`src/rtl/mdec_pkg.sv`:
```
package mdec_pkg;

  typedef enum logic [1:0] {
    ST_HUNT = 2'd0,
    ST_SYNC = 2'd1,
    ST_BND  = 2'd2,
    ST_MID  = 2'd3
  } mdec_state_e;

  typedef enum logic [2:0] {
    RUN_BAD  = 3'd0,
    RUN_HALF = 3'd1,
    RUN_FULL = 3'd2,
    RUN_SYNC = 3'd3,
    RUN_DBL  = 3'd4
  } mdec_run_e;

  // Classify a run of len ticks; q is a quarter bit in ticks.
  function automatic mdec_run_e run_class(input int len, input int q);
    if (len < q)         return RUN_BAD;
    else if (len < 3*q)  return RUN_HALF;
    else if (len < 5*q)  return RUN_FULL;
    else if (len < 7*q)  return RUN_SYNC;
    else if (len < 9*q)  return RUN_DBL;
    else                 return RUN_BAD;
  endfunction

endpackage

```
`src/rtl/mdec_line_in.sv`:
```
module mdec_line_in #(
  parameter int SYNC_STAGES = 2
) (
  input  logic clk,
  input  logic rst_n,
  input  logic bip_zero,
  input  logic bip_one,
  input  logic uni_in,
  output logic trans,
  output logic lvl
);
  logic line_raw;
  logic [SYNC_STAGES:0] sh;

  assign line_raw = uni_in | (bip_one & ~bip_zero);

  always_ff @(posedge clk) begin
    if (!rst_n) sh <= '0;
    else        sh <= {sh[SYNC_STAGES-1:0], line_raw};
  end

  assign lvl   = sh[SYNC_STAGES-1];
  assign trans = sh[SYNC_STAGES] ^ sh[SYNC_STAGES-1];
endmodule

```
`src/rtl/mdec_run_timer.sv`:
```
module mdec_run_timer
  import mdec_pkg::*;
#(
  parameter int OSR_LO = 16,
  parameter int OSR_HI = 32,
  parameter int CNT_W  = 8
) (
  input  logic             clk,
  input  logic             rst_n,
  input  logic             rate_sel,
  input  logic             trans,
  output logic [CNT_W-1:0] run_len,
  output mdec_run_e        run_cls,
  output logic [CNT_W-1:0] q_ticks,
  output logic [CNT_W-1:0] half_ticks
);
  localparam logic [CNT_W-1:0] Q_LO  = CNT_W'(OSR_LO / 4);
  localparam logic [CNT_W-1:0] Q_HI  = CNT_W'(OSR_HI / 4);
  localparam logic [CNT_W-1:0] H_LO  = CNT_W'(OSR_LO / 2);
  localparam logic [CNT_W-1:0] H_HI  = CNT_W'(OSR_HI / 2);
  localparam logic [CNT_W-1:0] SAT   = '1;

  assign q_ticks    = rate_sel ? Q_HI : Q_LO;
  assign half_ticks = rate_sel ? H_HI : H_LO;

  always_ff @(posedge clk) begin
    if (!rst_n)              run_len <= '0;
    else if (trans)          run_len <= CNT_W'(1);
    else if (run_len != SAT) run_len <= run_len + 1'b1;
  end

  assign run_cls = run_class(int'(run_len), int'(q_ticks));
endmodule

```
`src/rtl/mdec_frame_fsm.sv`:
```
module mdec_frame_fsm
  import mdec_pkg::*;
#(
  parameter int CNT_W = 8
) (
  input  logic             clk,
  input  logic             rst_n,
  input  logic             trans,
  input  logic             lvl,
  input  logic [CNT_W-1:0] run_len,
  input  mdec_run_e        run_cls,
  input  logic [CNT_W-1:0] q_ticks,
  output logic             dec_stb,
  output logic             dec_bit,
  output logic             sync_stb,
  output logic             sync_cmd,
  output logic             viol
);
  mdec_state_e st, nxt;
  logic [CNT_W-1:0] lim_bnd, lim_mid;

  assign lim_bnd = (q_ticks << 3) - q_ticks;
  assign lim_mid = (q_ticks << 3) + q_ticks;

  // Post-transition level low means a falling edge.
  assign dec_bit  = ~lvl;
  assign sync_cmd = ~lvl;

  always_comb begin
    nxt      = st;
    dec_stb  = 1'b0;
    sync_stb = 1'b0;
    viol     = 1'b0;
    if (trans) begin
      unique case (st)
        ST_HUNT: begin
          if (run_cls == RUN_SYNC) begin
            sync_stb = 1'b1;
            nxt      = ST_SYNC;
          end
        end
        ST_SYNC: begin
          if (run_cls == RUN_SYNC) nxt = ST_BND;
          else if (run_cls == RUN_DBL) begin
            dec_stb = 1'b1;
            nxt     = ST_MID;
          end else begin
            viol = 1'b1;
            nxt  = ST_HUNT;
          end
        end
        ST_BND: begin
          if (run_cls == RUN_HALF) begin
            dec_stb = 1'b1;
            nxt     = ST_MID;
          end else if (run_cls == RUN_SYNC) begin
            sync_stb = 1'b1;
            nxt      = ST_SYNC;
          end else begin
            viol = 1'b1;
            nxt  = ST_HUNT;
          end
        end
        ST_MID: begin
          if (run_cls == RUN_HALF) nxt = ST_BND;
          else if (run_cls == RUN_FULL) dec_stb = 1'b1;
          else if (run_cls == RUN_DBL) begin
            sync_stb = 1'b1;
            nxt      = ST_SYNC;
          end else begin
            viol = 1'b1;
            nxt  = ST_HUNT;
          end
        end
        default: nxt = ST_HUNT;
      endcase
    end else begin
      if ((st == ST_BND && run_len == lim_bnd) ||
          ((st == ST_MID || st == ST_SYNC) && run_len == lim_mid)) begin
        viol = 1'b1;
        nxt  = ST_HUNT;
      end
    end
  end

  always_ff @(posedge clk) begin
    if (!rst_n) st <= ST_HUNT;
    else        st <= nxt;
  end
endmodule

```
`src/rtl/mdec_out_stage.sv`:
```
module mdec_out_stage #(
  parameter int CNT_W = 8
) (
  input  logic             clk,
  input  logic             rst_n,
  input  logic [CNT_W-1:0] half_ticks,
  input  logic             dec_stb,
  input  logic             dec_bit,
  input  logic             sync_stb,
  input  logic             sync_cmd,
  input  logic             viol,
  output logic             nrz_out,
  output logic             bit_clk,
  output logic             valid,
  output logic             cmd_sync
);
  logic [1:0]       good_cnt;
  logic [CNT_W-1:0] hc;

  always_ff @(posedge clk) begin
    if (!rst_n) begin
      nrz_out  <= 1'b0;
      bit_clk  <= 1'b0;
      valid    <= 1'b0;
      cmd_sync <= 1'b0;
      good_cnt <= '0;
      hc       <= '0;
    end else begin
      if (viol) begin
        valid    <= 1'b0;
        good_cnt <= '0;
      end
      if (sync_stb) cmd_sync <= sync_cmd;
      if (dec_stb) begin
        nrz_out <= dec_bit;
        bit_clk <= 1'b0;
        hc      <= half_ticks;
        if (good_cnt == 2'd1) valid <= 1'b1;
        if (good_cnt != 2'd2) good_cnt <= good_cnt + 2'd1;
      end else if (hc != '0) begin
        hc <= hc - 1'b1;
        if (hc == CNT_W'(1)) bit_clk <= 1'b1;
      end
    end
  end
endmodule

```
`src/rtl/manch_sync_decoder.sv`:
```
module manch_sync_decoder
  import mdec_pkg::*;
#(
  parameter int OSR_LO      = 16,
  parameter int OSR_HI      = 32,
  parameter int SYNC_STAGES = 2
) (
  input  logic clk,
  input  logic rst_n,
  input  logic rate_sel,
  input  logic bip_zero,
  input  logic bip_one,
  input  logic uni_in,
  output logic nrz_out,
  output logic bit_clk,
  output logic valid,
  output logic cmd_sync
);
  localparam int CNT_W = $clog2((9 * OSR_HI) / 4 + 1) + 1;

  logic             trans_w, lvl_w;
  logic [CNT_W-1:0] run_len_w, q_w, half_w;
  mdec_run_e        cls_w;
  logic             dec_stb_w, dec_bit_w, sync_stb_w, sync_cmd_w, viol_w;

  mdec_line_in #(.SYNC_STAGES(SYNC_STAGES)) u_line (
    .clk(clk), .rst_n(rst_n), .bip_zero(bip_zero), .bip_one(bip_one),
    .uni_in(uni_in), .trans(trans_w), .lvl(lvl_w)
  );

  mdec_run_timer #(.OSR_LO(OSR_LO), .OSR_HI(OSR_HI), .CNT_W(CNT_W)) u_timer (
    .clk(clk), .rst_n(rst_n), .rate_sel(rate_sel), .trans(trans_w),
    .run_len(run_len_w), .run_cls(cls_w), .q_ticks(q_w), .half_ticks(half_w)
  );

  mdec_frame_fsm #(.CNT_W(CNT_W)) u_fsm (
    .clk(clk), .rst_n(rst_n), .trans(trans_w), .lvl(lvl_w),
    .run_len(run_len_w), .run_cls(cls_w), .q_ticks(q_w),
    .dec_stb(dec_stb_w), .dec_bit(dec_bit_w), .sync_stb(sync_stb_w),
    .sync_cmd(sync_cmd_w), .viol(viol_w)
  );

  mdec_out_stage #(.CNT_W(CNT_W)) u_out (
    .clk(clk), .rst_n(rst_n), .half_ticks(half_w),
    .dec_stb(dec_stb_w), .dec_bit(dec_bit_w), .sync_stb(sync_stb_w),
    .sync_cmd(sync_cmd_w), .viol(viol_w),
    .nrz_out(nrz_out), .bit_clk(bit_clk), .valid(valid), .cmd_sync(cmd_sync)
  );
endmodule

```
`config.mk`:
```
export PLATFORM = sky130hd
export DESIGN_NAME = manch_sync_decoder
export DESIGN_NICKNAME = d
export VERILOG_FILES = /design/src/rtl/mdec_pkg.sv /design/src/rtl/mdec_line_in.sv /design/src/rtl/mdec_run_timer.sv /design/src/rtl/mdec_frame_fsm.sv /design/src/rtl/mdec_out_stage.sv /design/src/rtl/manch_sync_decoder.sv
export SDC_FILE = /design/constraint.sdc
export NUM_CORES = 1
export LEC_CHECK = 0
export BUFFER_PORTS_ARGS = -buffer_cell sky130_fd_sc_hd__buf_2
export CORE_MARGIN = 2
export CORE_UTILIZATION = 50
export DETAILED_ROUTE_END_ITERATION = 8
export GPL_TIMING_DRIVEN = 0
export PLACE_DENSITY_LB_ADDON = 0.25
export SLEW_MARGIN = 20
export SYNTH_ARGS = -nofsm -noshare
export SYNTH_HDL_FRONTEND = slang
export SYNTH_HIERARCHICAL = 1
export SYNTH_SLANG_ARGS = --single-unit
```
`constraint.sdc`:
```
create_clock -name clk -period 3 [get_ports clk]
set_input_delay 0.3 -clock clk [delete_from_list [all_inputs] [get_ports clk]]
set_output_delay 0.3 -clock clk [all_outputs]
set_load 0.02 [all_outputs]
```
# Word level (Yosys, flattened, before mapping)
# Index checks and enable logic that the tools add are counted.
word_totals:
  register_bits: 27
  in_bits: 6
  elab_cells: 108
op_classes:
  add_sub_neg: 5
  n_mul: 4
  magnitude_cmp: 5
  eq_ne: 15
  mux: 50
  bitwise: 6
  reduce_logical: 13
op_table:
  columns: ["op", "count"]
  rows:
  - ["1-bit two-way mux", 26]
  - ["8-bit by 11-bit less-than comparator with 1-bit output", 2]
  - ["3-bit by 8-bit multiplier with 11-bit output (first input constant)", 2]
  - ["2-bit two-way mux", 11]
  - ["8-bit == test", 2]
  - ["8-bit two-way mux", 2]
  - ["3-bit two-way mux", 5]
  - ["8-bit by 12-bit less-than comparator with 1-bit output", 1]
  - ["4-bit by 8-bit multiplier with 12-bit output (first input constant)", 1]
  - ["8-bit by 10-bit less-than comparator with 1-bit output", 1]
  - ["2-bit by 8-bit multiplier with 10-bit output (first input constant)", 1]
  - ["1-bit one-hot mux with 3 select lines", 3]
  - ["7-bit by 4-bit adder with 8-bit output", 1]
  - ["8-bit by 1-bit adder with 8-bit output (second input constant)", 1]
  - ["8-bit by 1-bit == test with 1-bit output (second input constant)", 1]
  - ["8-bit by 4-bit less-than comparator with 1-bit output", 1]
  - ["8-bit != test (second input constant)", 1]
  - ["2-bit one-hot mux with 4 select lines", 1]
  - ["8-bit nonzero test", 1]
  - ["7-bit by 4-bit subtractor with 8-bit output", 1]
  - ["8-bit by 1-bit subtractor with 8-bit output (second input constant)", 1]
  - ["3-bit by 2-bit == test with 1-bit output (second input constant)", 2]
  - ["2-bit nonzero test", 3]
  - ["5-bit two-way mux", 1]
  - ["19 further kinds", 26]

# Depth between registers and ports, before layout
logic_depth:
  word_depth: 17
  mapped_depth: 15
  depth_no_buf: 14

# Hierarchy
# Netlist, hierarchy kept.
by_module_without_submodules:
  columns: ["mod", "instances", "cells_each", "area_per_inst_um2", "seq_area_each_um2"]
  rows:
  - ["mdec_frame_fsm", 1, 105, 805.8, 40.0]
  - ["mdec_run_timer", 1, 90, 732.0, 160.2]
  - ["mdec_out_stage", 1, 78, 716.9, 280.3]
  - ["mdec_line_in", 1, 8, 102.6, 60.1]

# Least setup slack after synthesis
# Ideal clock, no wire load.
synth_path:
  path_type: "register -> register"
  startpoint: "reg u_timer.run_len[2]"
  endpoint: "reg u_out.hc[3]"
  arrival_time_ns: 2.880
  required_time_ns: 2.885
  path_slack_ns: 0.005
  stages_incl_launch_ff: 15
  synth_period_minus_slack_ns: 2.995
  cell_sequence: "dfxtp_1 > inv_1 > ha_1 > o21ai_0 > a21oi_1 > o21ai_0 > and4b_1 > nor2b_1 > nor2b_1 > o21ai_0 > a21oi_1 > clkbuf_1 > clkbuf_1 > o31ai_1 > and2_1"
synth_between:
  elab_chain_cells: 12
  elab_cells_between_ends: 23
synth_lines:
  columns: ["element", "line", "source"]
  rows:
  - ["from (decl)", "mdec_run_timer.sv:12", "output logic [CNT_W-1:0] run_len,"]
  - ["from (signal assigned)", "mdec_run_timer.sv:29", "else if (run_len != SAT) run_len <= run_len + 1'b1;"]
  - ["8-bit by 12-bit less-than comparator with 1-bit output", "mdec_pkg.sv:24", "else if (len < 9*q) return RUN_DBL;"]
  - ["3-bit two-way mux", "mdec_pkg.sv:24", null]
  - ["3-bit two-way mux", "mdec_pkg.sv:23", "else if (len < 7*q) return RUN_SYNC;"]
  - ["3-bit two-way mux", "mdec_pkg.sv:22", "else if (len < 5*q) return RUN_FULL;"]
  - ["3-bit two-way mux", "mdec_pkg.sv:21", "else if (len < 3*q) return RUN_HALF;"]
  - ["3-bit two-way mux (*)", "mdec_pkg.sv:20", "if (len < q) return RUN_BAD;"]
  - ["net cls_w[2]", "manch_sync_decoder.sv:23", "mdec_run_e cls_w;"]
  - ["3-bit by 2-bit == test with 1-bit output / 3-bit == test (equally long branches)", "mdec_frame_fsm.sv:66, mdec_frame_fsm.sv:44", null]
  - ["1-bit two-way mux (on tied branches)", "mdec_frame_fsm.sv:66, mdec_frame_fsm.sv:44", null]
  - ["1-bit two-way mux (on tied branches)", "mdec_frame_fsm.sv:65, mdec_frame_fsm.sv:43", null]
  - ["1-bit one-hot mux with 3 select lines (*)", "mdec_frame_fsm.sv:35", "unique case (st)"]
  - ["1-bit two-way mux (*)", "mdec_frame_fsm.sv:34", "if (trans) begin"]
  - ["net dec_stb_w", "manch_sync_decoder.sv:24", "logic dec_stb_w, dec_bit_w, sync_stb_w, sync_cmd_w, viol_w;"]
  - ["8-bit two-way mux / 2-bit nonzero test (equally long branches)", null, null]
  - ["to (signal assigned)", "mdec_out_stage.sv:37", "hc <= half_ticks;"]
  - ["to (signal assigned)", "mdec_out_stage.sv:41", "hc <= hc - 1'b1;"]
  - ["to (decl)", "mdec_out_stage.sv:18", "logic [CNT_W-1:0] hc;"]
# Mark *: on every way through the listed nets, which the timed path passes. The rest lies on a longest branch.
# A chain may end at the register's enable or synchronous reset.

# Worst setup path in the final report
layout_path:
  startpoint: "reg u_timer.run_len[2]"
  endpoint: "reg u_out.good_cnt[1]"
layout_between:
  elab_chain_cells: 15
  elab_cells_between_ends: 38
layout_lines:
  columns: ["element", "line", "source"]
  rows:
  - ["8-bit by 12-bit less-than comparator with 1-bit output", "mdec_pkg.sv:24", null]
  - ["3-bit two-way mux", "mdec_pkg.sv:24", null]
  - ["3-bit two-way mux", "mdec_pkg.sv:23", null]
  - ["3-bit two-way mux", "mdec_pkg.sv:22", null]
  - ["3-bit two-way mux", "mdec_pkg.sv:21", null]
  - ["3-bit two-way mux (*)", "mdec_pkg.sv:20", null]
  - ["net cls_w[2]", "manch_sync_decoder.sv:23", null]
  - ["3-bit == test", "mdec_frame_fsm.sv:44, mdec_frame_fsm.sv:67", null]
  - ["1-bit two-way mux", "mdec_frame_fsm.sv:44, mdec_frame_fsm.sv:67", null]
  - ["1-bit two-way mux", "mdec_frame_fsm.sv:66", "else if (run_cls == RUN_FULL) dec_stb = 1'b1;"]
  - ["1-bit two-way mux", "mdec_frame_fsm.sv:65", "if (run_cls == RUN_HALF) nxt = ST_BND;"]
  - ["1-bit one-hot mux with 3 select lines (*)", "mdec_frame_fsm.sv:35", null]
  - ["1-bit two-way mux (*)", "mdec_frame_fsm.sv:34", null]
  - ["net viol_w", "manch_sync_decoder.sv:24", null]
  - ["2-bit two-way mux (*)", "mdec_out_stage.sv:29", "if (viol) begin"]
  - ["2-bit two-way mux", "mdec_out_stage.sv:39", "if (good_cnt != 2'd2) good_cnt <= good_cnt + 2'd1;"]
  - ["2-bit two-way mux (*)", "mdec_out_stage.sv:34", "if (dec_stb) begin"]
  - ["to (signal assigned)", "mdec_out_stage.sv:39", null]
  - ["to (decl)", "mdec_out_stage.sv:17", "logic [1:0] good_cnt;"]
# Marked as above.

==> qor.yml <==
outcome:
  outcome: "complete, no violations"
setup_path:
  crit_chain: "inv_1 > ha_1 > o21ai_1 > o2bb2ai_1 > o21ai_2 > and4b_2 > and3b_1 > o21a_1 > o31ai_2 > o31a_1 > and3b_1 > o21a_1"
  cp_num_buf_inv: 1
  r2r-end: "u_out/good_cnt[1]"
  cp_max_fo: 6
  r2r-start: "u_timer/run_len[2]"
  max_stage_delay_ns: 0.39
  regToRegSetupSlack_ns: 0.17
  crit_path_end_kind: "flop"
  path_depth: 12
  start_kind: "flop"
  ff2ff_path_depth: 12
  crit_arrival_ns: 3.03
  required_ns: 3.20
  worstSetupEndpoint: "u_out/good_cnt[1]"
  cp_slowest_cell: "dfxtp_4"
  worstSetupStartpoint: "u_timer/run_len[2]"
  worstSetupPathType: "reg2reg"
  critPathTopFamily: "compound AO/OA/AOI/OAI gates"
placed_design:
  gp_congestion: 0.815
  portBuffers: 9
  dp_hpwl_um: 3420
  placed_cells: 353
routing:
  vias: 1996
  wl_met2_um: 2180
  drt_pass1_iterations: 4
  routed_wl_um: 4890
  highest_layer: "met4"
  dr_wl_met3_um: 120
  wl_per_cell_um: 13.4
  drtAntennaViolNets: 0
  drtIter0Drc: 117
  post_drt_via_cell_ratio: 5.48
  wl_met1_um: 2510
  drcViolationCount: 0
sta:
  max_freq_mhz: 353
  slew_headroom_pct: 63.8
  worst_pin_slew_ns: 0.543
  hold_viol_final: 0
  finalSetupViolCount: 0
  drv_slew: 0
  post-route-min-period_ns: 2.83
  fin_tns_setup_ns: 0
  skew_ns: 0.00647
  fin_crit_sh_pct: 94.5
cts:
  h-tree-depth: 1
  clk_latency_ns: 0.29
  clk_pin_slew_ns: 0.11
  cts-buffers-inserted: 3
  clock_sinks: 27
  clockBufferDepth: 2
  holdBufCountCts: 0
  cts_tree: "built"
  root_buffer: "clkbuf_8"
yosys:
  ys_warn_count: 6
  synth_top_cell_by_area: "dfxtp_1"
  ys_ff_latch: 27
  synth_top_cell_area_share_pct: 22.9
  avgSynthCellArea_um2: 8.39
  ys_top_cells_by_count: "dfxtp_1 (27), ha_1 (21), inv_1 (19), nor2_1 (19), buf_4 (16)"
  syn-cell-area_um2: 2360
  ys_types: 57
  synth_area_leaders: "dfxtp_1 (23%), ha_1 (11%), xnor2_1 (5.6%), buf_4 (5.1%), xor2_1 (4.1%)"
  ys_seq_area_share_pct: 22.9
  async_reset_ff_share_pct: 0
  synth.most_common_cell: "dfxtp_1"
  synth_flop_cell: "dfxtp_1"
  synth-edff-count: 0
  syn_inst: 281
die:
  core-area_um2: 4440
  initial_core_util_pct: 53.0
  boundaryPins: 10
  fp.dieH_um: 72.7
  num_rows: 24
  die_area_um2: 5280
  dieWidth_um: 72.7
global_routing:
  antenna_found_initial: 0
  grt_max_degree: 17
  overflow: 0
  grt_pass1_vias: 1834
  grt_pass1_wl_um: 8370
  grt_usage_pct: 20.0
final_layout:
  syn_to_final_growth_pct: 13.5
  final.fill_count: 418
  antennaDiodeCount: 0
  fin_cells: 364
  drive_gt1_share_pct: 21.5
  nNetsFinal: 341
pwr:
  irDropWorstVdd_uv: 466
  p_leak_uw: 0.00112
  power.density_nw_per_um2: 475
hold_path:
  hold_path_class: "in2reg"
run:
  max-cap-violations: 0
-- power by group --
group | total (uW) | leakage (uW) | switching [uW] | internal (uW)
combinational | 557 | 0.000876 | 265 | 292
clock | 227 | 0.0000217 | 133 | 94.9
sequential | 485 | 0.000223 | 69.5 | 416
total | 1270 | 0.00112 | 467 | 803
-- timing repair --
item | CTS | global route
buffers inserted | 0 | 7
gates resized for setup | 10 | 17
endpoints found under the setup margin | 13 | 13
pin swaps | 0 | 3
cloned | 0 | 0
-- worst min path at each step --
stage          depth (start not counted)         start           end  slack [ns]
2_1_floorplan                          1  u_line/sh[0]  u_line/sh[1]        0.41
3_3_place_gp                           1  u_line/sh[0]  u_line/sh[1]        0.42
3_5_place_dp                           1  u_line/sh[0]  u_line/sh[1]        0.43
4_1_cts                                2        uni_in  u_line/sh[0]        0.23
5_1_grt                                2        uni_in  u_line/sh[0]        0.24
6_report                               2        uni_in  u_line/sh[0]        0.23
-- logic make-up after synthesis --
family,share of synthesized area [%]
buffers and inverters,8.97
xor gates and xnor gates,10.7
muxes,1.70
DFF,22.9
AOI/OAI and AO/OA,17.1
and+or+nand+nor,26.5
other,0.159
adders and majority gates,12.0
-- placed cells by master (no fill, tap or decap), types with 2 or more instances in the layout --
| cell | synthesis | final |
|---|---|---|
| o21ai_1 | 2 | 4 |
| buf_4 | 16 | 23 |
| mux2i_1 | 4 | 4 |
| nor3_1 | 12 | 11 |
| o21a_1 | 6 | 6 |
| dfxtp_4 | 0 | 2 |
| nor4_1 | 5 | 5 |
| xor2_1 | 11 | 11 |
| o21ai_0 | 9 | 6 |
| a21oi_1 | 13 | 13 |
| o211ai_1 | 2 | 2 |
| nand2b_1 | 5 | 5 |
| a31oi_1 | 2 | 2 |
| nor3b_1 | 5 | 4 |
| o31ai_2 | 0 | 2 |
| nand3_1 | 8 | 8 |
| inv_1 | 19 | 19 |
| and3b_1 | 4 | 4 |
| clkbuf_8 | 0 | 3 |
| nor2b_4 | 1 | 3 |
| dfxtp_1 | 27 | 23 |
| nand2_1 | 13 | 12 |
| dfxtp_2 | 0 | 2 |
| nand3_2 | 2 | 2 |
| a32oi_1 | 2 | 2 |
| o21bai_1 | 2 | 2 |
| and3_2 | 2 | 2 |
| conb_1 | 1 | 12 |
| o31ai_1 | 5 | 3 |
| and2_1 | 7 | 7 |
| clkbuf_1 | 4 | 2 |
| nor2b_1 | 9 | 7 |
| nor2_4 | 1 | 2 |
| a32o_1 | 2 | 2 |
| ha_1 | 21 | 21 |
| o2bb2ai_1 | 2 | 2 |
| xnor2_1 | 15 | 15 |
| buf_2 | 1 | 10 |
| nor2_1 | 19 | 18 |
-- per-stage QoR --
step	power, uW	cell area, um^2	setup WS (ns)	utilization, %	hold slack [ns]
after detailed placement	1020	2510	-0.598	56.4	0.426
after CTS	1250	2570	0.0238	57.9	0.231
final	1270	2680	0.166	60.2	0.230
after global placement	1010	2510	-0.531	56.4	0.418
after global routing	1380	2680	-0.0195	60.2	0.243
after floorplan	937	2400	0.00520	-	0.406
-- layout make-up --
cell class                      count  area [um^2]  share of cell area, %
Multi-Input combinational cell    225         1700                   63.4
Sequential cell                    27          551                   20.6
Buffer                             21          148                   5.52
Timing Repair Buffer               16         95.1                   3.55
Inverter                           19         71.3                   2.67
Tap cell                           52         65.1                   2.43
Clock buffer                        3         41.3                   1.54
Clock inverter                      1         7.51                  0.281
-- routing by layer --
| layer | vias to the layer above | GRT usage [%] |
|---|---|---|
| li1 | 1034 | - |
| met1 | 925 | 28.5 |
| met2 | 30 | 30.8 |
| met3 | 7 | 2.35 |
| met4 | 0 | 8.02 |
| met5 | - | 0 |
-- flip-flops by register name (all words and copies together), names as in the netlist --
register / cells
u_fsm/st: 2
u_out/hc: 8
u_out/good_cnt: 2
u_timer/run_len: 8
u_out/valid: 1
u_out/bit_clk: 1
u_line/sh: 3
u_out/nrz_out: 1
u_out/cmd_sync: 1
Power figures use the tool's default switching activity.
